==> src/rtl/stream_narrower_pkg.sv <==
package stream_narrower_pkg;

  // Width of a counter that must hold values 0 .. n-1 (at least one bit).
  function automatic int count_bits(input int n);
    return (n <= 1) ? 1 : $clog2(n);
  endfunction

endpackage

==> src/rtl/nrw_reset_cond.sv <==
module nrw_reset_cond #(
  parameter bit ACTIVE_HIGH = 1'b0,
  parameter int SYNC_STAGES = 2
) (
  input  logic clk,
  input  logic rst_in,
  output logic rst_n_o
);

  logic                   rst_act_n;
  logic [SYNC_STAGES-1:0] sync_q;
  logic [SYNC_STAGES-1:0] sync_d;

  // Normalise the external reset to an active-low level.
  generate
    if (ACTIVE_HIGH) begin : g_high
      assign rst_act_n = ~rst_in;
    end else begin : g_low
      assign rst_act_n = rst_in;
    end
  endgenerate

  // Shift a one in from the bottom; the top stage drives the internal reset.
  always_comb begin
    sync_d = {sync_q[SYNC_STAGES-2:0], 1'b1};
  end

  // Asserts asynchronously, releases on the clock.
  always_ff @(posedge clk or negedge rst_act_n) begin
    if (!rst_act_n) begin
      sync_q <= '0;
    end else begin
      sync_q <= sync_d;
    end
  end

  assign rst_n_o = sync_q[SYNC_STAGES-1];

endmodule

==> src/rtl/nrw_beat_counter.sv <==
module nrw_beat_counter
  import stream_narrower_pkg::*;
#(
  parameter int SLICE_CNT = 4
) (
  input  logic clk,
  input  logic rst_n,
  input  logic load,
  input  logic advance,
  output logic at_last
);

  localparam int                 CNT_W  = count_bits(SLICE_CNT);
  localparam logic [CNT_W-1:0]   LAST_C = CNT_W'(SLICE_CNT - 1);

  logic [CNT_W-1:0] cnt_q;
  logic [CNT_W-1:0] cnt_d;
  logic             cnt_en;

  // A capture restarts the count and takes priority over a consumed beat.
  always_comb begin
    cnt_en = load || advance;
    if (load) begin
      cnt_d = '0;
    end else begin
      cnt_d = cnt_q + CNT_W'(1);
    end
  end

  always_ff @(posedge clk or negedge rst_n) begin
    if (!rst_n) begin
      cnt_q <= '0;
    end else if (cnt_en) begin
      cnt_q <= cnt_d;
    end
  end

  assign at_last = (cnt_q == LAST_C);

  assert_count_in_range_R3: assert property (@(posedge clk) disable iff (!rst_n)
    cnt_q <= LAST_C);

  assert_restart_on_load_R4: assert property (@(posedge clk) disable iff (!rst_n)
    load |=> (cnt_q == '0));

endmodule

==> src/rtl/nrw_slice_shifter.sv <==
module nrw_slice_shifter #(
  parameter int SLICE_W   = 32,
  parameter int SLICE_CNT = 4
) (
  input  logic                           clk,
  input  logic                           rst_n,
  input  logic                           load,
  input  logic                           advance,
  input  logic [SLICE_CNT*SLICE_W-1:0]   word_i,
  output logic [SLICE_W-1:0]             beat_o
);

  logic shift_en;

  assign shift_en = load || advance;

  // Slot j holds word slice j.
  // On each consumed beat, every slot takes the one below it, so the top slot
  // always presents the next slice in MSB-first order.
  for (genvar j = 0; j < SLICE_CNT; j++) begin : g_slot
    logic [SLICE_W-1:0] q;
    logic [SLICE_W-1:0] d;
    logic [SLICE_W-1:0] below;

    if (j == 0) begin : g_bottom
      assign below = '0;
    end else begin : g_inner
      assign below = g_slot[j-1].q;
    end

    always_comb begin
      if (load) begin
        d = word_i[j*SLICE_W +: SLICE_W];
      end else begin
        d = below;
      end
    end

    always_ff @(posedge clk or negedge rst_n) begin
      if (!rst_n) begin
        q <= '0;
      end else if (shift_en) begin
        q <= d;
      end
    end
  end

  assign beat_o = g_slot[SLICE_CNT-1].q;

endmodule

==> src/rtl/stream_narrower.sv <==
module stream_narrower
  import stream_narrower_pkg::*;
#(
  parameter int SLICE_W         = 32,
  parameter int SLICE_CNT       = 4,
  parameter bit RST_ACTIVE_HIGH = 1'b0
) (
  input  logic                         clk,
  input  logic                         rst_in,
  input  logic [SLICE_CNT*SLICE_W-1:0] s_word,
  input  logic                         s_last,
  input  logic                         s_valid,
  output logic                         s_ready,
  output logic [SLICE_W-1:0]           m_beat,
  output logic                         m_last,
  output logic                         m_valid,
  input  logic                         m_ready
);

  localparam int WORD_W = SLICE_W * SLICE_CNT;

  logic rst_n;
  logic valid_q;
  logic valid_d;
  logic at_last;
  logic load;
  logic advance;
  logic unused_last;

  nrw_reset_cond #(
    .ACTIVE_HIGH (RST_ACTIVE_HIGH),
    .SYNC_STAGES (2)
  ) u_rst (
    .clk     (clk),
    .rst_in  (rst_in),
    .rst_n_o (rst_n)
  );

  // Handshake decode.
  assign advance = valid_q && m_ready;
  assign s_ready = !valid_q || (m_ready && at_last);
  assign load    = s_valid && s_ready;

  always_comb begin
    valid_d = valid_q;
    if (load) begin
      valid_d = 1'b1;
    end else if (advance && at_last) begin
      valid_d = 1'b0;
    end
  end

  always_ff @(posedge clk or negedge rst_n) begin
    if (!rst_n) begin
      valid_q <= 1'b0;
    end else begin
      valid_q <= valid_d;
    end
  end

  nrw_beat_counter #(
    .SLICE_CNT (SLICE_CNT)
  ) u_cnt (
    .clk     (clk),
    .rst_n   (rst_n),
    .load    (load),
    .advance (advance),
    .at_last (at_last)
  );

  nrw_slice_shifter #(
    .SLICE_W   (SLICE_W),
    .SLICE_CNT (SLICE_CNT)
  ) u_shift (
    .clk     (clk),
    .rst_n   (rst_n),
    .load    (load),
    .advance (advance),
    .word_i  (s_word),
    .beat_o  (m_beat)
  );

  assign m_valid     = valid_q;
  assign m_last      = 1'b0;
  assign unused_last = s_last;

  assert_hold_under_stall_R5: assert property (@(posedge clk) disable iff (!rst_n)
    (m_valid && !m_ready) |=> (m_valid && $stable(m_beat)));

  assert_drop_after_last_R6: assert property (@(posedge clk) disable iff (!rst_n)
    (m_valid && m_ready && at_last && !s_valid) |=> !m_valid);

  assert_first_beat_msb_R3: assert property (@(posedge clk) disable iff (!rst_n)
    (s_valid && s_ready) |=> (m_valid && (m_beat == $past(s_word[WORD_W-1 -: SLICE_W]))));

  assert_capture_sets_valid_R2: assert property (@(posedge clk) disable iff (!rst_n)
    (!m_valid && !s_valid) |=> !m_valid);

endmodule

==> config.mk <==
export PLATFORM = sky130hd
export DESIGN_NAME = stream_narrower
export DESIGN_NICKNAME = d
export VERILOG_FILES = /design/src/rtl/stream_narrower_pkg.sv /design/src/rtl/nrw_reset_cond.sv /design/src/rtl/nrw_beat_counter.sv /design/src/rtl/nrw_slice_shifter.sv /design/src/rtl/stream_narrower.sv
export SDC_FILE = /design/constraint.sdc
export NUM_CORES = 1
export LEC_CHECK = 0
export ABC_AREA = 0
export BUFFER_PORTS_ARGS = -buffer_cell sky130_fd_sc_hd__buf_2
export CAP_MARGIN = 10
export CORE_MARGIN = 3
export CORE_UTILIZATION = 45
export DETAILED_ROUTE_END_ITERATION = 16
export GPL_TIMING_DRIVEN = 0
export HOLD_SLACK_MARGIN = 0.02
export MAX_ROUTING_LAYER = met4
export PLACE_DENSITY = 0.78
export REMOVE_ABC_BUFFERS = 1
export SYNTH_ARGS = -nofsm -noshare
export SYNTH_HDL_FRONTEND = slang
export SYNTH_SLANG_ARGS = --single-unit
==> constraint.sdc <==
create_clock -name clk -period 11.87 [get_ports clk]
set_clock_uncertainty 0.1 [all_clocks]
set_input_delay 1.187 -clock clk [delete_from_list [all_inputs] [get_ports clk]]
set_output_delay 1.187 -clock clk [all_outputs]
set_load 0.01 [all_outputs]
==> summary.txt, run 1 <==
Required @ worst endpoint -> 10580 ps
Total CTS buffers -> 17
Worst Path Max Fanout -> 68
Io pins -> 168
Clk slew on worst S/H paths -> 60 ps
Post-synth EDFFs -> 0
CP Class -> input pin to output port
Slew @ Worst Pin -> 1230 ps
Drt drc -> 0
CTS max path bufs -> 2
Synth Area in Compound Gates -> 23.1%
Multi-input logic area -> 0.00386 mm2
Setup violations, final -> 0
Synthesized area per cell -> 11.4 um2
Post-Synth XOR/XNOR Area -> 0%
WP depth -> 5
Slew Viols, Final -> 0
Via-to-Cell Ratio -> 5.66
Routed len/inst -> 18.4 um
Final Hold Fails -> 0
Drt first pass iters -> 4
GRT Total Usage -> 21.1%
CTS Hold Bufs -> 0
Total power -> 2.00 mW
Setup WS pre-CTS -> 8090 ps
First-pass GRT wire length -> 30100 um
Fmax -> 285 MHz
Leakage power -> 4.67 nW
H-tree Lvls -> 4
Crit-path max cell delay -> 340 ps
Placer congestion estimate -> 0.721
Seq. cell area -> 0.00334 mm2
Antenna viol nets, final -> 0
Synth top area share -> 43.7%
Cell area power density -> 219 mW/mm2
Most frequent cell after synthesis -> dfrtp_1
Worst-case reg-to-reg path depth -> 5
Synth area leader -> dfrtp_1
Final nets -> 927
Status -> finished clean
Netlist cell types -> 28
Initial antenna violation count -> 2
Tmin final -> 3510 ps
Main synth FF type -> dfrtp_1
Die ar. -> 0.0185 mm2
Port bufs -> 165
Post-CTS Setup Inserts -> 0
Max VDD drop -> 112 uV
Finished Layout Cells -> 1024
Starting DRT DRC Count -> 244
Fraction of registers with async set/reset -> 100%
Buf+Inv Stages, Crit Path -> 4
Endpoint class of the critical path -> output port
Clock root buffer -> clkbuf_16
Mapped Area -> 0.00762 mm2
GR Overflow Total -> 0
Vias -> 5794
Fin util -> 56.3%
P&R area growth vs syn -> 19.9%
Slowest cell on crit path -> buf_4
FF+latch count, synth -> 133
Worst setup margin -> 8360 ps
Sink Count -> 133
Synth Area in Simple Gates -> 8.74%
Delay-heaviest family, CP -> buffers and inverters
Core footprint -> 0.0162 mm2
Placed cells -> 990
Crit path arrival time -> 2230 ps
Share of cells above drive strength 1 -> 35.7%
Vias in the first global route -> 5730
WHS -> 229 ps
Initial core utilization -> 46.9%
Total negative slack -> 0 ps
Worst reg2reg setup slack -> 9330 ps
Placed cell area -> 0.00851 mm2
Sequential fraction of the synthesis area -> 43.7%
Syn. warnings -> 0
Largest net degree at the start of global routing -> 73
Post-synthesis adder-cell area fraction -> 0.164%
Worst-skew pair later-pin latency -> 420 ps
Final period util -> 29.6%
Rows -> 46
RSZ-0062 raised after global routing -> no
Most area-consuming cells after synthesis -> dfrtp_1 44%, mux2i_1 13%, o22ai_2 9.9%, nand2b_1 7.1%, a21oi_1 6.3%
Final HPWL DP -> 11800 um
Critical Path Start Type -> input pin
Post-CTS resize count -> 0
Critical-path cell list -> buf_4 -> buf_16 -> a21boi_2 -> inv_1 -> buf_2
Largest family of logic cells by synthesized area -> compound AO/OA/AOI/OAI gates
Post-synth top cells -> 133 x dfrtp_1, 96 x a21oi_1, 96 x mux2i_1
Hold WC Path Type -> flop to async pin
Die W -> 136 um
Fin area -> 0.00914 mm2
Slew Limit Headroom -> 17.8%
CTS tree -> yes
Mux cell area share after synthesis -> 18.1%
Max-cap viol count -> 0
Fillers -> 1389
Mapped Cells -> 667
Die Ht -> 136 um
Drt total wl -> 18900 um
[registers in the layout, indices dropped and copies added, names as in the netlist]
name	flops
m_valid	1
u_cnt.cnt_q	2
u_rst.sync_q	2
u_shift.beat_o	32
u_shift.g_slot.q	96
[cell usage in the layout, fill, tap and decap left out, types with 3 or more instances in the layout]
master,instances
a21oi_1,96
a22o_1,32
buf_16,8
buf_2,164
bufinv_16,4
clkbuf_1,4
clkbuf_16,17
clkinv_2,3
dfrtp_1,131
mux2_1,17
mux2_2,17
mux2i_1,96
nand2_1,3
nand2b_1,84
o22ai_1,36
o22ai_2,60
or2b_1,13
[path summary, 6_finish.rpt]
check | start | endpoint
max | m_ready | s_ready
min | u_rst.sync_q[1]$_DFF_PN0_ | u_shift.g_slot[2].q[27]$_DFFE_PN0P_
max reg2reg | m_valid$_DFFE_PN0P_ | u_cnt.cnt_q[0]$_DFFE_PN0P_
min reg2reg | u_rst.sync_q[1]$_DFF_PN0_ | u_shift.g_slot[2].q[27]$_DFFE_PN0P_
max in group asynchronous | u_rst.sync_q[1]$_DFF_PN0_ | u_shift.g_slot[0].q[25]$_DFFE_PN0P_
min in group clk | u_rst.sync_q[0]$_DFF_PN0_ | u_rst.sync_q[1]$_DFF_PN0_
[worst register-to-register path, stage by stage, from the launching register on]
cell,delay [ps]
dfrtp_4,900
buf_16,360
mux2i_4,710
buf_16,240
nand2_1,70
o21ai_1,80
[routing by layer]
layer | GRT usage [%] | vias to the layer above | share of wire [%]
met5 | - | - | 0
met4 | 6.77 | 0 | 1.4
met3 | 4.07 | 25 | 3.8
met2 | 34.6 | 137 | 51
met1 | 26.5 | 2906 | 44
li1 | - | 2726 | -
[layout make-up]
cell class                 instances  share of cell area, %
sequential                       133                   36.5
timing repair buffer             173                   11.5
clock inverter                     9                   1.64
tap                              216                   2.96
multi-input combinational        467                   42.2
clock buffer                      23                   5.12
inverter                           1                 0.0411
antenna                            2                 0.0548
[logic make-up after synthesis]
family                     count (synthesis)
DFF                                      133
and+or+nand+nor                          105
other                                      2
adders and majority gates                  1
buffers and inverters                     67
muxes                                    132
AOI/OAI and AO/OA                        227
[report_power, final]
group | internal (mW) | total, mW | switching, mW
clock network | 0.362 | 0.558 | 0.196
logic | 0.369 | 0.703 | 0.334
registers | 0.620 | 0.743 | 0.123
total | 1.35 | 2.00 | 0.653
Note: power is estimated with default switching activity, not from simulation.
==> run 2: changes to the inputs <==
==> constraint.sdc (replaced) <==
create_clock -name clk -period 3.5 [get_ports clk]
set_clock_uncertainty 0.1 [all_clocks]
set_input_delay 0.35 -clock clk [delete_from_list [all_inputs] [get_ports clk]]
set_output_delay 0.35 -clock clk [all_outputs]
set_load 0.01 [all_outputs]
==> summary.txt, run 2 (synthesis gave the netlist of run 1 again) <==
Biggest register -> u_shift.g_slot.q (unchanged)
HP Start -> s_word[23]
Max VDD drop -> 379 uV (was 112 uV)
Slowest cell on crit path -> dfrtp_4 (was buf_4)
Delay-heaviest family, CP -> flip-flops (was buffers and inverters)
WP depth -> 5 (unchanged)
Core footprint -> 0.0162 mm2 (unchanged)
Cell area power density -> 743 mW/mm2 (was 219 mW/mm2)
Io pins -> 168 (unchanged)
Drt drc -> 0 (unchanged)
Tmin final -> 2550 ps
Post-CTS Setup Inserts -> 0 (unchanged)
Initial core utilization -> 46.9% (unchanged)
GRT Total Usage -> 21.1% (about the same)
Vias -> 5762 (was 5794)
First-pass GRT wire length -> 30100 um (about the same)
Share of cells above drive strength 1 -> 35.7% (about the same)
Max reg flops -> 96 (unchanged)
Final period util -> 72.9%
Sink Count -> 133 (unchanged)
Commonest non-fill, non-tap cells in the layout -> 164 x buf_2, 131 x dfrtp_1, 96 x mux2i_1, 96 x a21oi_1, 84 x nand2b_1 (unchanged)
Setup violations, final -> 0 (unchanged)
Crit-path most repeated cell -> buf_16
GR Overflow Total -> 0 (unchanged)
Critical Path Start Type -> flop (was input pin)
Hold path cells -> 2
Clk slew on worst S/H paths -> 60 ps (about the same)
Drt first pass iters -> 4 (unchanged)
Endpoint class of the critical path -> flop (was output port)
Fin area -> 0.00915 mm2 (was 0.00914 mm2)
Max-cap viol count -> 0 (unchanged)
CTS Hold Bufs -> 1 (was 0)
Crit-path max cell delay -> 900 ps (was 340 ps)
Vias in the first global route -> 5728 (was 5730)
Critical R2R Launch -> m_valid$_DFFE_PN0P_ (unchanged)
Reg2reg end -> u_cnt.cnt_q[0]$_DFFE_PN0P_ (unchanged)
Slew @ Worst Pin -> 1230 ps (about the same)
Initial antenna violation count -> 2 (unchanged)
CTS tree -> yes (unchanged)
Fmax -> 392 MHz
Port bufs -> 165 (unchanged)
Placed cell area -> 0.00851 mm2 (unchanged)
Critical-path cell list -> buf_16 -> mux2i_4 -> buf_16 -> nand2_1 -> o21ai_1 (was buf_4 -> buf_16 -> a21boi_2 -> inv_1 -> buf_2)
Antenna viol nets, final -> 0 (unchanged)
Placed cells -> 990 (unchanged)
Drt total wl -> 18800 um (was 18900 um)
CTS max path bufs -> 2 (unchanged)
Hold WC Path Type -> input pin to flop (was flop to async pin)
Final Hold Fails -> 0 (unchanged)
CP Class -> flop to flop (was input pin to output port)
P&R area growth vs syn -> 20.0% (was 19.9%)
Via-to-Cell Ratio -> 5.62 (was 5.66)
WHS -> 47.7 ps (was 229 ps)
Worst reg2reg setup slack -> 950 ps (was 9330 ps)
Worst-skew pair later-pin latency -> 420 ps (about the same)
Slew Viols, Final -> 0 (unchanged)
Hold Path End -> u_shift.g_slot[0].q[23]$_DFFE_PN0P_
Rows -> 46 (unchanged)
H-tree Lvls -> 4 (unchanged)
Die Ht -> 136 um (unchanged)
Starting DRT DRC Count -> 238 (was 244)
Die ar. -> 0.0185 mm2 (unchanged)
Total CTS buffers -> 17 (unchanged)
Placer congestion estimate -> 0.721 (unchanged)
Finished Layout Cells -> 1025 (was 1024)
Final nets -> 928 (was 927)
Post-CTS resize count -> 0 (unchanged)
Commonest non-fill, non-tap cell in the layout -> buf_2 (unchanged)
Crit path arrival time -> 2780 ps (was 2230 ps)
Buf+Inv Stages, Crit Path -> 2 (was 4)
Die W -> 136 um (unchanged)
Clock root buffer -> clkbuf_16 (unchanged)
Final HPWL DP -> 11800 um (unchanged)
Required @ worst endpoint -> 3730 ps (was 10580 ps)
Worst-case reg-to-reg path depth -> 5 (unchanged)
Status -> finished clean (unchanged)
Worst Path Max Fanout -> 72 (was 68)
Slew Limit Headroom -> 17.9% (was 17.8%)
Largest net degree at the start of global routing -> 73 (unchanged)
Leakage power -> 4.68 nW (was 4.67 nW)
RSZ-0062 raised after global routing -> no (unchanged)
Routed len/inst -> 18.4 um (about the same)
-- run 2: changes by cell type in the layout (fill, tap and decap cells not counted), sizes merged --
cell / delta
dlygate4sd3: +1
-- run 2: worst max path at each step --
| stage | from | to |
|---|---|---|
| after floorplan | m_valid$_DFFE_PN0P_ | u_shift.g_slot[1].q[0]$_DFFE_PN0P_ |
| after global placement | m_valid$_DFFE_PN0P_ | u_shift.g_slot[1].q[1]$_DFFE_PN0P_ |
| after detailed placement | s_valid | u_shift.g_slot[1].q[15]$_DFFE_PN0P_ |
| after CTS | m_valid$_DFFE_PN0P_ | u_cnt.cnt_q[0]$_DFFE_PN0P_ |
| after global routing | m_valid$_DFFE_PN0P_ | u_cnt.cnt_q[0]$_DFFE_PN0P_ |
| final | m_valid$_DFFE_PN0P_ | u_cnt.cnt_q[0]$_DFFE_PN0P_ |
-- run 2: cell type report --
cell class | instances | area, um2
antenna | 2 | 5.00
inverter | 1 | 3.75
clock buffer | 23 | 468
timing repair buffer | 174 | 1060
fill | 1388 | 7080
multi-input combinational | 467 | 3860
sequential | 133 | 3340
clock inverter | 9 | 150
tap | 216 | 270
-- run 2: through the flow --
step	setup TNS [ps]	power [mW]	setup WS, ps	utilization (%)
floorplan	-198020	4.21	-1560	-
global placement	-736580	4.87	-3700	50.8
detailed placement	0	4.93	555	52.5
CTS	0	6.85	883	56.3
global route	0	7.24	747	56.4
finish	0	6.79	949	56.4
-- run 2: report_power, final --
group          switching, mW  internal [mW]  leakage [nW]
registers              0.414           2.10          1.60
clock network          0.661           1.23         0.297
logic                   1.13           1.25          2.78
total                   2.21           4.58          4.68
-- run 2: metal layers --
metal / global-route usage [%] / share of wire [%] / up-vias
met2: 34.6 / 51 / 142
li1: - / - / 2725
met1: 26.5 / 44 / 2876
met3: 4.07 / 3.9 / 19
met5: - / 0 / -
met4: 6.77 / 1.3 / 0
-- run 2: worst reg2reg max path: cells and delay by family, from the launching register on --
family	cells	cell delay, ps
AOI/OAI and AO/OA	1	80
and+or+nand+nor	1	80
buffers and inverters	2	610
DFF	1	900
muxes	1	710
